--- src/rtl/tss_pkg.sv ---
package tss_pkg;

    typedef enum logic {
        ROUTE_B = 1'b0,
        ROUTE_A = 1'b1
    } route_e;

    typedef struct packed {
        logic ctl;
        logic a;
        logic b;
        logic sink;
    } avail_t;

    typedef struct packed {
        logic ctl;
        logic a;
        logic b;
    } take_t;

    function automatic route_e decode_route(input logic c);
        return c ? ROUTE_A : ROUTE_B;
    endfunction

endpackage

--- src/rtl/tss_fire_rule.sv ---
module tss_fire_rule
    import tss_pkg::*;
(
    input  logic   clk,
    input  logic   rst,
    input  avail_t avail,
    input  route_e route,
    output take_t  take,
    output logic   offer
);
    logic data_here;
    logic fire;

    always_comb begin
        data_here = (route == ROUTE_A) ? avail.a : avail.b;
        offer     = !rst && avail.ctl && data_here;
        fire      = offer && avail.sink;
        take.ctl  = fire;
        take.a    = fire && (route == ROUTE_A);
        take.b    = fire && (route == ROUTE_B);
    end

    AST_ONE_DATA_STREAM: assert property (@(posedge clk) disable iff (rst)
        !(take.a && take.b));
    AST_CTL_WITH_DATA: assert property (@(posedge clk) disable iff (rst)
        take.ctl == (take.a || take.b));
    AST_A_NEEDS_ALL: assert property (@(posedge clk) disable iff (rst)
        take.a |-> (avail.ctl && avail.a && avail.sink && route == ROUTE_A));
    AST_B_NEEDS_ALL: assert property (@(posedge clk) disable iff (rst)
        take.b |-> (avail.ctl && avail.b && avail.sink && route == ROUTE_B));
    AST_NO_TAKE_BLOCKED: assert property (@(posedge clk) disable iff (rst)
        !avail.sink |-> !(take.ctl || take.a || take.b));
    AST_RESET_QUIET: assert property (@(posedge clk)
        rst |-> !(offer || take.ctl || take.a || take.b));

endmodule

--- src/rtl/tss_data_route.sv ---
module tss_data_route
    import tss_pkg::*;
#(
    parameter int DW = 16
) (
    input  route_e        route,
    input  logic [DW-1:0] a_word,
    input  logic [DW-1:0] b_word,
    output logic [DW-1:0] y_word
);
    for (genvar i = 0; i < DW; i++) begin : g_bit
        assign y_word[i] = (route == ROUTE_A) ? a_word[i] : b_word[i];
    end

endmodule

--- src/rtl/tss_selector.sv ---
module tss_selector
    import tss_pkg::*;
#(
    parameter int DW = 16
) (
    input  logic          clk,
    input  logic          rst,
    input  logic          ctl_valid,
    output logic          ctl_ready,
    input  logic          ctl_bit,
    input  logic          a_valid,
    output logic          a_ready,
    input  logic [DW-1:0] a_data,
    input  logic          b_valid,
    output logic          b_ready,
    input  logic [DW-1:0] b_data,
    output logic          out_valid,
    input  logic          out_ready,
    output logic [DW-1:0] out_data
);
    avail_t avail;
    take_t  take;
    route_e route;
    logic   offer;

    always_comb begin
        avail.ctl  = ctl_valid;
        avail.a    = a_valid;
        avail.b    = b_valid;
        avail.sink = out_ready;
        route      = decode_route(ctl_bit);
    end

    tss_fire_rule u_rule (
        .clk   (clk),
        .rst   (rst),
        .avail (avail),
        .route (route),
        .take  (take),
        .offer (offer)
    );

    tss_data_route #(.DW(DW)) u_route (
        .route  (route),
        .a_word (a_data),
        .b_word (b_data),
        .y_word (out_data)
    );

    assign out_valid = offer;
    assign ctl_ready = take.ctl;
    assign a_ready   = take.a;
    assign b_ready   = take.b;

    AST_ATOMIC_FIRING: assert property (@(posedge clk) disable iff (rst)
        (ctl_valid && ctl_ready) == (out_valid && out_ready));
    AST_DATA_ONLY_IN_FIRING: assert property (@(posedge clk) disable iff (rst)
        ((a_valid && a_ready) || (b_valid && b_ready)) |-> (out_valid && out_ready));
    AST_ROUTE_MATCH: assert property (@(posedge clk) disable iff (rst)
        (ctl_ready && ctl_bit) |-> (a_ready && !b_ready));

endmodule

--- config.mk ---
export PLATFORM = sky130hd
export DESIGN_NAME = tss_selector
export DESIGN_NICKNAME = d
export VERILOG_FILES = /design/src/rtl/tss_pkg.sv /design/src/rtl/tss_fire_rule.sv /design/src/rtl/tss_data_route.sv /design/src/rtl/tss_selector.sv
export SDC_FILE = /design/constraint.sdc
export NUM_CORES = 1
export LEC_CHECK = 0
export BUFFER_PORTS_ARGS = -buffer_cell sky130_fd_sc_hd__buf_2
export CAP_MARGIN = 10
export CORE_AREA = 2 2 39 41
export DETAILED_ROUTE_END_ITERATION = 6
export DIE_AREA = 0 0 41 43
export GPL_TIMING_DRIVEN = 0
export PLACE_DENSITY_LB_ADDON = 0.15
export SYNTH_ARGS = -nofsm -noshare
export SYNTH_HDL_FRONTEND = slang
export SYNTH_SLANG_ARGS = --single-unit
--- constraint.sdc ---
create_clock -name vclk -period 2.6
set_input_delay 0.52 -clock vclk [all_inputs]
set_output_delay 0.52 -clock vclk [all_outputs]
set_load 0.005 [all_outputs]
After elaboration in Yosys (flattened, before gate mapping) --
Cells that the tools add are included.
Word-level totals: register bits after elaboration 0, logic and storage cells 25, input port bits 39, output and inout bits 20
Operators by class: muxes and demuxes 18, bitwise logic cells 1, reductions and logical operators 6
Operators with widths (number):
- $mux W1 | 18
- $logic_and A1 B1 Y1 | 5
- $logic_not A1 Y1 | 1
- $not A1 Y1 | 1

Longest topological paths before layout --
depth after elaboration 5, gate-level depth with buffers 4, gate-level depth less buffers 2

Cells and area by module --
Synthesis repeated with hierarchy kept, for this count alone.
Unflattened totals: cell total of the unflattened synthesis 26, area, all modules 317.8 µm²
By module, submodules not included:
- tss_data_route | cells each 18, seq. area each 0.0 µm², area an instance 249.0 µm², times used 1
- tss_fire_rule | cells each 8, seq. area each 0.0 µm², area an instance 68.8 µm², times used 1

Worst setup path after synthesis --
No wires, ideal clock.
path kind input-to-output, start input ctl_bit, end output out_data[10], stages on the path 3, buffers on the path 2, arrival time 1.076 ns, path slack 1.004 ns, data required time 2.080 ns, cell sequence buf_6 buf_12 mux2_4
Between the ends: word-level cells in the longest chain between the ends 2
RTL lines:
- from (decl) | RTL line tss_selector.sv:10 | input logic ctl_bit,
- $mux W1 | RTL line tss_pkg.sv:22 | return c ? ROUTE_A : ROUTE_B;
- $mux W1 | RTL line tss_data_route.sv:12 | assign y_word[i] = (route == ROUTE_A) ? a_word[i] : b_word[i];
- to (decl) | RTL line tss_selector.sv:19 | output logic [DW-1:0] out_data
Every way passes these cells.

Worst setup path in the final report --
start input ctl_bit, end output out_data[12]
The elaborated chain is that of the path after synthesis.

==> results.json <==
{
  "design.die.area_mm2": 0.00176,
  "yosys_warnings": 0,
  "crit_type": "input port to output pin",
  "multi_input_area_um2": 254,
  "row_count": 14,
  "setup_tns_ns": 0,
  "diodes": 0,
  "fillers": 161,
  "n_clock_buffer": 0,
  "final.period_utilization": 0.673,
  "via_count": 437,
  "cp.required_ns": 2.08,
  "cts_resized": 0,
  "startpoint": "ctl_bit",
  "hold_buffers": 0,
  "whs_endpoint": "out_valid",
  "wl_per_cell_um": 11.2,
  "critPathLaunchType": "input port",
  "slew_headroom": 0.879,
  "ff_latch_area_um2": 0,
  "layout-drive-gt1-share": 0.915,
  "maxSlewViolCount": 0,
  "grt_pass1_wl_um": 1380,
  "die_w_um": 41,
  "synthToLayoutAreaGrowth_pct": 107,
  "crit_fanout": 10,
  "seq_cells": 0,
  "outcome": "complete, no violations",
  "antenna_found_initial": 0,
  "synth_area_um2": 285,
  "finalHoldViolations": 0,
  "yosys.area.top_type_share": 0.421,
  "maxCapViolCount": 0,
  "grt_max_degree": 11,
  "yosys-top-cells-area": "mux2_4, mux2_2, buf_12",
  "powerDensity_mw_per_mm2": 157,
  "arrival_ns": 1.23,
  "syn_avg_cell_area_um2": 11.4,
  "worst_pin_slew_ns": 0.176,
  "hold_path.class": "input port to output pin",
  "ys_seq_area_frac": 0,
  "core_mm2": 0.00138,
  "ios": 59,
  "start_util": 0.206,
  "syn_nets": 64,
  "wl_um": 1100,
  "remaining_drc_errors": 0,
  "synth_area_leader_cell": "mux2_4",
  "grt_pass1_vias": 386,
  "grt_overflow": 0,
  "numPortBuffers": 57,
  "dr.pass1.iters": 1,
  "grt_usage": 0.110,
  "max_freq_ghz": 0.572,
  "setup_viol": 0,
  "ant_nets": 0,
  "cts_setup_buffers": 0,
  "finalPower_w": 0.0000930,
  "post-route-min-period_ns": 1.75,
  "dpl.hpwl_um": 1040,
  "p_leak_nw": 0.358,
  "hp-start": "rst",
  "viasPerCell": 4.46,
  "whs_ns": 1.27,
  "drtIter0Drc": 0,
  "layout_commonest_cell": "buf_2",
  "holdPathStages": 3,
  "rsz0062_at_grt": "false",
  "final_cell_mix": "buf_2, mux2_4, mux2_2",
  "nets": 123,
  "die_y_um": 43,
  "peakVddDrop_mv": 0.0648,
  "postSynthCellCount": 25,
  "end_kind": "output pin",
  "synth.distinct_cells": 9,
  "gp_congestion": 0.677
}
[metal layers]
metal / vias to the layer above / routed length, um / track usage
met1: 179 / 298 / 0.0854
met2: 49 / 566 / 0.247
met4: 0 / 0 / 0
met3: 0 / 231 / 0.0209
li1: 209 / - / -
met5: - / 0 / 0
[cell families (layout without fill, tap and decap cells)]
logic type / Yosys count / after routing / synth area share
buffers and inverters: 2 / 59 / 0.110
muxes: 17 / 17 / 0.772
and+or+nand+nor: 6 / 6 / 0.118
[report_power, final]
| part | total, W | leakage (nW) | internal (W) | switching (W) |
|---|---|---|---|---|
| combinational | 0.0000930 | 0.358 | 0.0000624 | 0.0000306 |
| sequential | 0 | 0 | 0 | 0 |
| clock | 0 | 0 | 0 | 0 |
[worst max-delay path by stage]
| stage | to |
|---|---|
| after global placement | out_data[12] |
| final | out_data[12] |
| after floorplan | out_data[10] |
| after global routing | out_data[10] |
| after detailed placement | out_data[12] |
| after CTS | out_data[12] |
[cell type report]
| class | count | share of cell area |
|---|---|---|
| repair buffers | 57 | 0.483 |
| multi-input cells | 23 | 0.430 |
| plain buffers | 2 | 0.0530 |
| well taps | 16 | 0.0339 |
[worst max-delay path, stage by stage]
cell    delay [ns]
buf_6         0.13
buf_12        0.15
mux2_4        0.30
buf_2         0.13
[through the flow]
stage	utilization	worst slack [ns]	area (um^2)	cells
after floorplan	-	1.00	285	25
after CTS	0.427	0.844	591	98
after global placement	0.427	0.850	591	98
after detailed placement	0.427	0.845	591	98
after global routing	0.427	0.821	591	98
final	0.427	0.851	591	98
[cell usage after synthesis (all sizes together)]
| library cell | count |
|---|---|
| nand3b | 1 |
| mux2i | 1 |
| nor3b | 2 |
| mux2 | 16 |
| nor2 | 2 |
| buf | 2 |
| nand2 | 1 |
No activity file was read; power rests on OpenSTA's default activity.
